===== config.mk =====
export PLATFORM = sky130hd
export DESIGN_NAME = dac_pwr_seq
export DESIGN_NICKNAME = d
export VERILOG_FILES = /design/src/rtl/dac_pwr_pkg.sv /design/src/rtl/dac_mode_claim.sv /design/src/rtl/dac_seq_fsm.sv /design/src/rtl/dac_out_decode.sv /design/src/rtl/dac_pwr_seq.sv
export SDC_FILE = /design/constraint.sdc
export NUM_CORES = 1
export LEC_CHECK = 0
export BUFFER_PORTS_ARGS = -buffer_cell sky130_fd_sc_hd__buf_2
export CAP_MARGIN = 10
export CELL_PAD_IN_SITES_DETAIL_PLACEMENT = 0
export CELL_PAD_IN_SITES_GLOBAL_PLACEMENT = 1
export CORE_MARGIN = 3
export CORE_UTILIZATION = 40
export CTS_CLUSTER_SIZE = 20
export DETAILED_ROUTE_END_ITERATION = 12
export PLACE_DENSITY_LB_ADDON = 0.12
export SLEW_MARGIN = 20
export SYNTH_ARGS = -nofsm -noshare
export SYNTH_HDL_FRONTEND = slang
export SYNTH_SLANG_ARGS = --single-unit

===== constraint.sdc =====
create_clock -name clk -period 2.51 [get_ports clk]
set_clock_uncertainty 0.2 [all_clocks]
set_input_delay 0.1255 -clock clk [delete_from_list [all_inputs] [get_ports clk]]
set_output_delay 0.1255 -clock clk [all_outputs]
set_load 0.1 [all_outputs]

===== src/rtl/dac_pwr_pkg.sv =====
`timescale 1ns/1ps
// Shared types for the DAC power sequencing controller.
// Assumes speed codes 00/01/1x map to window multipliers 1/2/4.
package dac_pwr_pkg;

    typedef enum logic [2:0] {
        ST_IDLE  = 3'd0,
        ST_CLAMP = 3'd1,
        ST_RAMP  = 3'd2,
        ST_WAIT  = 3'd3,
        ST_RUN   = 3'd4,
        ST_DISCH = 3'd5
    } seq_state_t;

    // Left shift applied to the base claim window for a speed code.
    function automatic logic [1:0] win_shift(input logic [1:0] spd);
        case (spd)
            2'b00:   win_shift = 2'd0;
            2'b01:   win_shift = 2'd1;
            default: win_shift = 2'd2;
        endcase
    endfunction

endpackage


===== src/rtl/dac_mode_claim.sv =====
`timescale 1ns/1ps
// Decides once per reset whether a control port is present.
// Counts sample strobes; a write before the window closes claims control
// mode, otherwise hardware mode is latched. Both flags hold until reset.
// Assumes wr_stb and lrck_tick are single-cycle strobes in the clk domain.
module dac_mode_claim
    import dac_pwr_pkg::*;
#(
    parameter int WIN_BASE = 192
) (
    input  logic       clk,
    input  logic       rst_n,
    input  logic       lrck_tick,
    input  logic [1:0] speed_sel,
    input  logic       wr_stb,
    output logic       ctrl_q,
    output logic       hw_q
);

    localparam int WIN_MAX = WIN_BASE * 4;
    localparam int CW      = $clog2(WIN_MAX + 1);

    logic [CW-1:0] tick_cnt;
    logic [CW-1:0] win_last;

    // Index of the strobe that closes the window for the current speed.
    always_comb begin
        win_last = (CW'(WIN_BASE) << win_shift(speed_sel)) - CW'(1);
    end

    // Window counter and the two sticky decision flags.
    always_ff @(posedge clk) begin
        if (!rst_n) begin
            tick_cnt <= '0;
            ctrl_q   <= 1'b0;
            hw_q     <= 1'b0;
        end else if (!ctrl_q && !hw_q) begin
            if (wr_stb) begin
                ctrl_q <= 1'b1;
            end else if (lrck_tick) begin
                if (tick_cnt >= win_last) begin
                    hw_q <= 1'b1;
                end else begin
                    tick_cnt <= tick_cnt + CW'(1);
                end
            end
        end
    end


    claim_excl_chk: assert property (@(posedge clk) disable iff (!rst_n)
        !(ctrl_q && hw_q));


    claim_sticky_chk: assert property (@(posedge clk) disable iff (!rst_n)
        ctrl_q |=> ctrl_q);


    hw_sticky_chk: assert property (@(posedge clk) disable iff (!rst_n)
        hw_q |=> (hw_q && !ctrl_q));

endmodule


===== src/rtl/dac_seq_fsm.sv =====
`timescale 1ns/1ps
// Power sequencing state machine: standby, clamp, ramp or fixed wait,
// normal output, and discharge with a minimum hold.
// Clamp and ramp lengths count sample strobes; the fixed wait and the
// discharge hold count clock cycles. up_req and down_req come from the
// mode decision and are never both high.
module dac_seq_fsm
    import dac_pwr_pkg::*;
#(
    parameter int CLAMP_SAMPLES = 192,
    parameter int RAMP_SAMPLES  = 2048,
    parameter int FIXED_CYCLES  = 26000000,
    parameter int DISCH_CYCLES  = 40000000
) (
    input  logic       clk,
    input  logic       rst_n,
    input  logic       lrck_tick,
    input  logic       up_req,
    input  logic       down_req,
    input  logic       pop_en,
    output seq_state_t state_q
);

    localparam int SMAX = (CLAMP_SAMPLES > RAMP_SAMPLES) ? CLAMP_SAMPLES : RAMP_SAMPLES;
    localparam int CMAX = (FIXED_CYCLES > DISCH_CYCLES) ? FIXED_CYCLES : DISCH_CYCLES;
    localparam int SW   = $clog2(SMAX + 1);
    localparam int CCW  = $clog2(CMAX + 1);
    localparam logic [SW-1:0]  CLAMP_LAST = SW'(CLAMP_SAMPLES - 1);
    localparam logic [SW-1:0]  RAMP_LAST  = SW'(RAMP_SAMPLES - 1);
    localparam logic [CCW-1:0] FIXED_LAST = CCW'(FIXED_CYCLES - 1);
    localparam logic [CCW-1:0] DISCH_LAST = CCW'(DISCH_CYCLES - 1);

    seq_state_t     state_d;
    logic [SW-1:0]  samp_q, samp_d;
    logic [CCW-1:0] cyc_q, cyc_d;
    logic           disch_done;
    seq_state_t     up_target;

    // Hold is over once the cycle counter sits on its last value.
    assign disch_done = (cyc_q == DISCH_LAST);
    // First power-up phase depends on the pop-suppression choice.
    assign up_target  = pop_en ? ST_CLAMP : ST_WAIT;

    // Next-state and counter update for every phase.
    always_comb begin
        state_d = state_q;
        samp_d  = samp_q;
        cyc_d   = cyc_q;
        unique case (state_q)
            ST_IDLE: begin
                if (up_req) begin
                    state_d = up_target;
                    samp_d  = '0;
                    cyc_d   = '0;
                end
            end
            ST_CLAMP, ST_RAMP, ST_WAIT, ST_RUN: begin
                if (down_req) begin
                    state_d = ST_DISCH;
                    cyc_d   = '0;
                end else if (state_q == ST_CLAMP) begin
                    if (lrck_tick) begin
                        if (samp_q == CLAMP_LAST) begin
                            state_d = ST_RAMP;
                            samp_d  = '0;
                        end else begin
                            samp_d = samp_q + SW'(1);
                        end
                    end
                end else if (state_q == ST_RAMP) begin
                    if (lrck_tick) begin
                        if (samp_q == RAMP_LAST) begin
                            state_d = ST_RUN;
                            samp_d  = '0;
                        end else begin
                            samp_d = samp_q + SW'(1);
                        end
                    end
                end else if (state_q == ST_WAIT) begin
                    if (cyc_q == FIXED_LAST) begin
                        state_d = ST_RUN;
                        cyc_d   = '0;
                    end else begin
                        cyc_d = cyc_q + CCW'(1);
                    end
                end
            end
            ST_DISCH: begin
                if (!disch_done) begin
                    cyc_d = cyc_q + CCW'(1);
                end else if (up_req) begin
                    state_d = up_target;
                    samp_d  = '0;
                    cyc_d   = '0;
                end
            end
            default: begin
                state_d = ST_IDLE;
            end
        endcase
    end

    // State and counter registers.
    always_ff @(posedge clk) begin
        if (!rst_n) begin
            state_q <= ST_IDLE;
            samp_q  <= '0;
            cyc_q   <= '0;
        end else begin
            state_q <= state_d;
            samp_q  <= samp_d;
            cyc_q   <= cyc_d;
        end
    end


    disch_hold_chk: assert property (@(posedge clk) disable iff (!rst_n)
        (state_q == ST_DISCH && !disch_done) |=> (state_q == ST_DISCH));


    ramp_after_clamp_chk: assert property (@(posedge clk) disable iff (!rst_n)
        (state_q == ST_RAMP && $past(state_q) != ST_RAMP) |-> ($past(state_q) == ST_CLAMP));


    down_entry_chk: assert property (@(posedge clk) disable iff (!rst_n)
        (down_req && state_q inside {ST_CLAMP, ST_RAMP, ST_WAIT, ST_RUN}) |=> (state_q == ST_DISCH));


    run_entry_chk: assert property (@(posedge clk) disable iff (!rst_n)
        (state_q == ST_RUN && $past(state_q) != ST_RUN) |-> ($past(state_q) inside {ST_RAMP, ST_WAIT}));

endmodule


===== src/rtl/dac_out_decode.sv =====
`timescale 1ns/1ps
// Maps the sequencer state onto the analog control outputs.
// Purely combinational; assumes one state per cycle from dac_seq_fsm.
module dac_out_decode
    import dac_pwr_pkg::*;
(
    input  seq_state_t state,
    output logic       clamp_gnd,
    output logic       ramp_en,
    output logic       buf_connect,
    output logic       sink_en,
    output logic       vq_ready
);

    // One control pattern per sequencer state.
    always_comb begin
        clamp_gnd   = 1'b0;
        ramp_en     = 1'b0;
        buf_connect = 1'b0;
        sink_en     = 1'b0;
        vq_ready    = 1'b0;
        unique case (state)
            ST_IDLE, ST_CLAMP, ST_WAIT: clamp_gnd = 1'b1;
            ST_RAMP:  ramp_en = 1'b1;
            ST_RUN: begin
                buf_connect = 1'b1;
                vq_ready    = 1'b1;
            end
            ST_DISCH: sink_en = 1'b1;
            default:  clamp_gnd = 1'b1;
        endcase
    end

endmodule


===== src/rtl/dac_pwr_seq.sv =====
`timescale 1ns/1ps
// Top of the DAC power sequencing controller.
// Combines the control-port claim window, the sequencer and the output
// decode. In hardware mode the power-down bit is treated as 0.
module dac_pwr_seq
    import dac_pwr_pkg::*;
#(
    parameter int WIN_BASE      = 192,
    parameter int CLAMP_SAMPLES = 192,
    parameter int RAMP_SAMPLES  = 2048,
    parameter int FIXED_CYCLES  = 26000000,
    parameter int DISCH_CYCLES  = 40000000
) (
    input  logic       clk,
    input  logic       rst_n,
    input  logic       lrck_tick,
    input  logic [1:0] speed_sel,
    input  logic       wr_stb,
    input  logic       pdn_bit,
    input  logic       pop_en,
    output logic       clamp_gnd,
    output logic       ramp_en,
    output logic       buf_connect,
    output logic       sink_en,
    output logic       vq_ready,
    output logic       ctrl_mode
);

    logic       ctrl_q, hw_q;
    logic       decided, pdn_eff, up_req, down_req;
    seq_state_t state;

    // Effective power-down request once the mode is known.
    assign decided   = ctrl_q | hw_q;
    assign pdn_eff   = ctrl_q & pdn_bit;
    assign up_req    = decided & ~pdn_eff;
    assign down_req  = pdn_eff;
    assign ctrl_mode = ctrl_q;

    dac_mode_claim #(
        .WIN_BASE (WIN_BASE)
    ) u_claim (
        .clk       (clk),
        .rst_n     (rst_n),
        .lrck_tick (lrck_tick),
        .speed_sel (speed_sel),
        .wr_stb    (wr_stb),
        .ctrl_q    (ctrl_q),
        .hw_q      (hw_q)
    );

    dac_seq_fsm #(
        .CLAMP_SAMPLES (CLAMP_SAMPLES),
        .RAMP_SAMPLES  (RAMP_SAMPLES),
        .FIXED_CYCLES  (FIXED_CYCLES),
        .DISCH_CYCLES  (DISCH_CYCLES)
    ) u_fsm (
        .clk       (clk),
        .rst_n     (rst_n),
        .lrck_tick (lrck_tick),
        .up_req    (up_req),
        .down_req  (down_req),
        .pop_en    (pop_en),
        .state_q   (state)
    );

    dac_out_decode u_dec (
        .state       (state),
        .clamp_gnd   (clamp_gnd),
        .ramp_en     (ramp_en),
        .buf_connect (buf_connect),
        .sink_en     (sink_en),
        .vq_ready    (vq_ready)
    );


    out_excl_chk: assert property (@(posedge clk) disable iff (!rst_n)
        $onehot0({clamp_gnd, ramp_en, buf_connect, sink_en}));


    hw_no_sink_chk: assert property (@(posedge clk) disable iff (!rst_n)
        (hw_q && !sink_en) |=> !sink_en);

endmodule


Yosys cells after proc, flatten, opt, wreduce, memory -nomap -nowiden
Index checks and enable logic that the tools add are counted.
Storage, ports and cells
  flip-flop bits (word level): 53
  input port bits: 8
  output and inout port bits: 6
  logic and storage cells: 92
Cells by class
  add/sub/neg operators: 4
  order comparisons: 1
  equality and inequality tests: 24
  shifts and indexed selects: 1
  mux-type cells: 36
  bitwise operators: 6
  reductions and logical operators: 14
Operators with widths (count)
  $mux 26: 7
  $mux 12: 9
  $pmux 26 s3: 1
  $pmux 12 s3: 1
  $mux 3: 11
  $add 26x1->26 const B: 1
  $eq 26x25->1 const B: 1
  $eq 26x26->1 const B: 1
  $add 12x1->12 const B: 1
  $eq 12x11->1 const B: 1
  $eq 12x8->1 const B: 1
  $ne 3x3->1 const B: 4
  $ne 4x4->1 const B: 3
  $reduce_and 4->1: 3
  $add 10x1->10 const B: 1
  $ge 10x10->1: 1
  $ne 5x2->1 const B: 2
  $shl 8x2->10 const A: 1
  $sub 10x2->10 const B: 1
  $pmux 3 s3: 1
  $reduce_and 7->1: 1
  $eq 3x2->1 const B: 2
  $eq 3x3->1 const B: 2
  $reduce_and 6->1: 1
  other kinds (20): 28

Depth between registers and ports, before layout
  word-level depth: 7
  mapped depth: 10
  mapped depth without buffers: 10

Hierarchy
Synthesis repeated with hierarchy kept, for this count alone.
Second synthesis, totals
  cell total of the unflattened synthesis: 420
  area, all modules: 3253.1 um^2
By module, submodules not included
  dac_seq_fsm: times used 1, cells an instance 327, area an instance 2469.9 um^2
  dac_mode_claim: times used 1, cells an instance 84, area an instance 719.4 um^2
  dac_out_decode: times used 1, cells an instance 6, area an instance 42.5 um^2
  dac_pwr_seq: times used 1, cells an instance 3, area an instance 21.3 um^2

Least setup slack after synthesis
No wires, ideal clock.
  path type: flip-flop to output port
  from: register u_fsm.state_q[0]
  to: output clamp_gnd
  data arrival time: 4110 ps
  data required time: 2184 ps
  setup slack: -1925 ps
  stages on the path, launching flop included: 4
  cell sequence: dfxtp_1 -> buf_2 -> nor3b_1 -> nor2_1
Between the ends
  cells in the longest elaborated chain, start to end: 3
  elaborated cells between the ends (all ways): 5
  classes of those cells: eq/ne: 3; mux: 1; reduce/logical: 1
Ends and longest elaborated chain
  start: declaration: RTL line dac_seq_fsm.sv:21  | output seq_state_t state_q
  start signal: assignment: RTL line dac_seq_fsm.sv:110  | state_q <= state_d;
  $eq 3x2->1 / $eq 3x3->1 (equally long branches): RTL line dac_out_decode.sv:22  | unique case (state)
  $reduce_or 3->1 (no line) (*)
  $mux 1 (*): RTL line dac_out_decode.sv:22
  end: declaration: RTL line dac_pwr_seq.sv:21  | output logic clamp_gnd,
Every way passes the cells marked *; elsewhere a longest branch is shown, timed or not.

Final worst setup path
  from: register u_fsm.cyc_q[8]
  to: register u_fsm.samp_q[3]
Between the ends
  cells in the longest elaborated chain, start to end: 3
Ends and longest elaborated chain
  start: declaration: RTL line dac_seq_fsm.sv:35  | logic [CCW-1:0] cyc_q, cyc_d;
  start signal: assignment: RTL line dac_seq_fsm.sv:112  | cyc_q <= cyc_d;
  $eq 26x26->1: RTL line dac_seq_fsm.sv:40  | assign disch_done = (cyc_q == DISCH_LAST);
  $ne 2x2->1 (no line)
  $reduce_and 6->1 (no line)
  end signal: assignment: RTL line dac_seq_fsm.sv:111  | samp_q <= samp_d;
  end: declaration: RTL line dac_seq_fsm.sv:34  | logic [SW-1:0] samp_q, samp_d;
No other way between the ends.
A chain may end at the register's enable or synchronous reset.

==> key figures <==
Critical path
  • Largest driver fanout on the critical path: 14
  • Reg2Reg Setup Slack: between 0.1 and 0.15 ns
  • Data arrival time of the critical path: around 2.5 ns
  • Required time at the worst-slack endpoint: approximately 2.6 ns
  • Critical path capture point type: flop
  • Category of the critical setup timing path: flop to flop
  • Crit path launch type: flop

Synthesis
  • Library cells used by synthesis: 63
  • Most frequent cell after synthesis: sky130_fd_sc_hd__dfxtp_1
  • Post-Syn Area: between 3000 and 4000 um^2
  • Synth Area in Compound Gates: 0.223
  • Average footprint of a synthesized cell: roughly 8 um^2
  • Flip-flop and latch count after synthesis: between 50 and 60
  • Number of enable-type register cells in the synthesized netlist: 0
  • Asr flop ratio synth: 0
  • Yosys synthesis warning count: 0
  • Main combinational cell family by area after synthesis: simple AND/OR/NAND/NOR gates
  • Number of nets produced by synthesis: 423
  • Area leader, netlist: sky130_fd_sc_hd__dfxtp_1
  • Xor/xnor share of the synthesized area: 0.0353
  • Sequential element share of the synthesized area: 0.329
  • Gate count of the mapped netlist: approximately 410
  • Most instantiated flip-flop cell in the synthesis netlist: sky130_fd_sc_hd__dfxtp_1
  • Synth area leaders: sky130_fd_sc_hd__dfxtp_1 (33%), sky130_fd_sc_hd__nand3_1 (5.7%), sky130_fd_sc_hd__nand2_1 (4.8%), sky130_fd_sc_hd__o21ai_0 (3.7%), sky130_fd_sc_hd__nor2_1 (3.6%)
  • Most frequent cells after synthesis: sky130_fd_sc_hd__dfxtp_1 (53), sky130_fd_sc_hd__nand2_1 (41), sky130_fd_sc_hd__nand3_1 (37)
  • Mux cell area share after synthesis: 0.0155
  • Simple-Gate Fraction of Synth Area: 0.333
  • Synth Area in Adders: 0.0272
  • Top cell type's share of synthesized area: 0.329

Routing
  • Initial DRC Count: between 100 and 150
  • Count of unresolved DRC violations after routing: 0
  • DR WL/cell: approximately 15 um
  • Detailed-route vias per instance: 5.73
  • Final ANT Viol Nets: 0
  • Drt pass-1 iters: 4
  • DR vias: about 3200
  • Final WL: approximately 8400 um

Timing
  • Unrepaired setup endpoints after global routing: true
  • Final critical delay including setup and external delays: between 2 and 2.5 ns
  • Slew of the pin with the lowest slew margin: 0.571 ns
  • Setup violations, final: 0
  • Period utilization: 0.957
  • Final Hold Viols: 0
  • Tightest slew margin relative to the limit: 0.616
  • Final Slew Violations: 0
  • Max frequency: ~420 MHz

Power and ir drop
  • Power density over the cells: between 700 and 800 nW/um^2
  • Power after layout: approximately 2.8 mW
  • Max VDD drop: between 0.0003 and 0.0004 V
  • Leakage power: 1.40 nW

Global routing
  • Via count of the first global-routing pass: 2892
  • Maximum number of pins on one net before global-route repair: 19
  • Wire length of the first global-routing pass: between 10000 and 15000 um
  • Total routing usage reported by global routing: 0.190
  • Number of antenna violations at the first check in global routing: 0
  • Leftover overflow at the end of global routing: 0

Clock tree
  • Sink Count: 53
  • Postcts setup bufs: 0
  • Clock root cell: sky130_fd_sc_hd__clkbuf_8
  • CTS Buf Count: 5
  • Clk slew on worst S/H paths: 0.10 ns
  • Clock tree from TritonCTS: done
  • Clock Path Buffers: 2
  • H-Tree Level Count: 2
  • Clk_lat worst skew: ~0.31 ns

Final layout
  • Fraction of final layout cells sized beyond drive strength 1: 0.189
  • NumNets Final: 464
  • Ant. Diodes: 0
  • Post-Route Utilization: 0.492
  • Area overhead of the layout relative to synthesis: 18.6%
  • Layout fillers: between 800 and 900
  • Area of all placed cells without fillers: about 3800 um^2

Place
  • Placement Cell Area: 3660 um^2
  • Weighted congestion reported at the end of routability-driven placement: roughly 0.8
  • Number of input and output port buffers inserted: 13
  • HPWL after DPL: roughly 6200 um

Floorplan
  • Num ports: 14
  • Initial core utilization: 0.415
  • Height of the chip: roughly 96 um
  • Die area: between 9000 and 10000 um^2
  • Floorplan core area: 7770 um^2
  • Count of standard-cell rows: 32
  • Horizontal die dimension: about 96 um

Run
  • Number of max-cap violations: 0

Min path
  • Type of the tightest min-delay check: input pin to flop

Status
  • Run status: complete, no violations
[where the power goes]
group / internal, mW / total (mW) / switching [mW]
clock network: 0.291 / 0.586 / 0.295
registers: 0.884 / 0.937 / 0.0537
logic: 0.460 / 1.28 / 0.825
total: 1.63 / 2.81 / 1.17
[per-layer routing]
metal,part of all wire,track usage,vias up
met4,0.011,0.0474,0
met2,0.46,0.308,36
met5,0,0,-
met3,0.021,0.0235,9
li1,-,-,1598
met1,0.51,0.267,1513
[stage by stage]
| step | std cells | TNS (ns) | hold WS (ns) | setup slack [ns] |
|---|---|---|---|---|
| 6_report | 551 | 0 | 0.0105 | 0.108 |
| 5_1_grt | 551 | -0.0533 | 0.0384 | -0.0419 |
| 4_1_cts | 551 | 0 | 0.0175 | 0.0607 |
| 3_5_place_dp | 543 | 0 | 0.180 | 0.0670 |
| 3_3_place_gp | 543 | 0 | 0.174 | 0.0788 |
| 2_1_floorplan | 408 | -2.12 | 0.0689 | -0.304 |
[final cells by class]
cell class | instances | area (um^2) | area share
well taps | 102 | 128 | 0.0334
clock buffers | 5 | 68.8 | 0.0180
flip-flops and latches | 53 | 1070 | 0.279
repair buffers | 52 | 377 | 0.0985
inverters | 12 | 45.0 | 0.0118
clock inverters | 2 | 35.0 | 0.00916
multi-input cells | 325 | 2100 | 0.550
[state kept, by name, indices dropped and copies added, names as in the netlist]
| name | cells |
|---|---|
| u_fsm.state_q | 3 |
| u_fsm.samp_q | 12 |
| u_fsm.cyc_q | 26 |
| u_claim.tick_cnt | 10 |
| u_claim.ctrl_q | 1 |
| u_claim.hw_q | 1 |
[layout by cell type, fill, tap and decap left out, drive strengths merged, types with 3 or more instances in the layout]
cell type | Yosys | routed
nor4 | 8 | 8
mux2i | 5 | 5
nand4 | 12 | 12
nor2b | 5 | 5
nor2 | 31 | 31
nand2b | 10 | 10
dfxtp | 53 | 53
a211o | 4 | 4
a21o | 4 | 4
o21ai | 26 | 26
and4 | 3 | 3
ha | 7 | 7
or3 | 11 | 11
clkbuf | 13 | 5
a221o | 3 | 3
nand3 | 37 | 37
o31ai | 5 | 5
o21bai | 4 | 4
o2bb2a | 5 | 5
o22ai | 5 | 5
xnor2 | 9 | 9
and2 | 7 | 7
inv | 11 | 11
xor2 | 4 | 4
nand2 | 41 | 41
a21oi | 15 | 15
a31oi | 4 | 4
buf | 5 | 51
a311oi | 3 | 3
o311ai | 4 | 4
o21a | 3 | 3
and3 | 10 | 10
nor3 | 13 | 13
[cell families (layout without fill, tap and decap cells)]
logic type                 after synthesis  after routing
adders and majority gates                7              7
xor gates and xnor gates                13             13
DFF                                     53             53
buffers and inverters                   30             71
muxes                                    5              5
AOI/OAI and AO/OA                      100            100
and+or+nand+nor                        200            200
[final timing paths]
check	from	endpoint	depth (start not counted)
setup reg to reg	u_fsm.cyc_q[8]	u_fsm.samp_q[3]	7
hold / removal	rst_n	u_claim.tick_cnt[9]	3
setup / recovery	u_fsm.cyc_q[8]	u_fsm.samp_q[3]	7
hold reg to reg	u_claim.tick_cnt[5]	u_claim.tick_cnt[5]	2
[timing repair]
item | in CTS | in global routing
gates resized for setup | 0 | 15
hold buffers | 1 | 0
endpoints found under the hold margin | 1 | 0
setup endpoints to repair | 0 | 35
[critical path: stages (launching register included)]
cell,delay [ns]
sky130_fd_sc_hd__dfxtp_1,0.41
sky130_fd_sc_hd__and4bb_2,0.25
sky130_fd_sc_hd__and4_2,0.30
sky130_fd_sc_hd__a31oi_4,0.10
sky130_fd_sc_hd__or3_4,0.40
sky130_fd_sc_hd__buf_4,0.20
sky130_fd_sc_hd__or3_1,0.35
sky130_fd_sc_hd__a21oi_1,0.14
(Power assumes the default switching activity.)
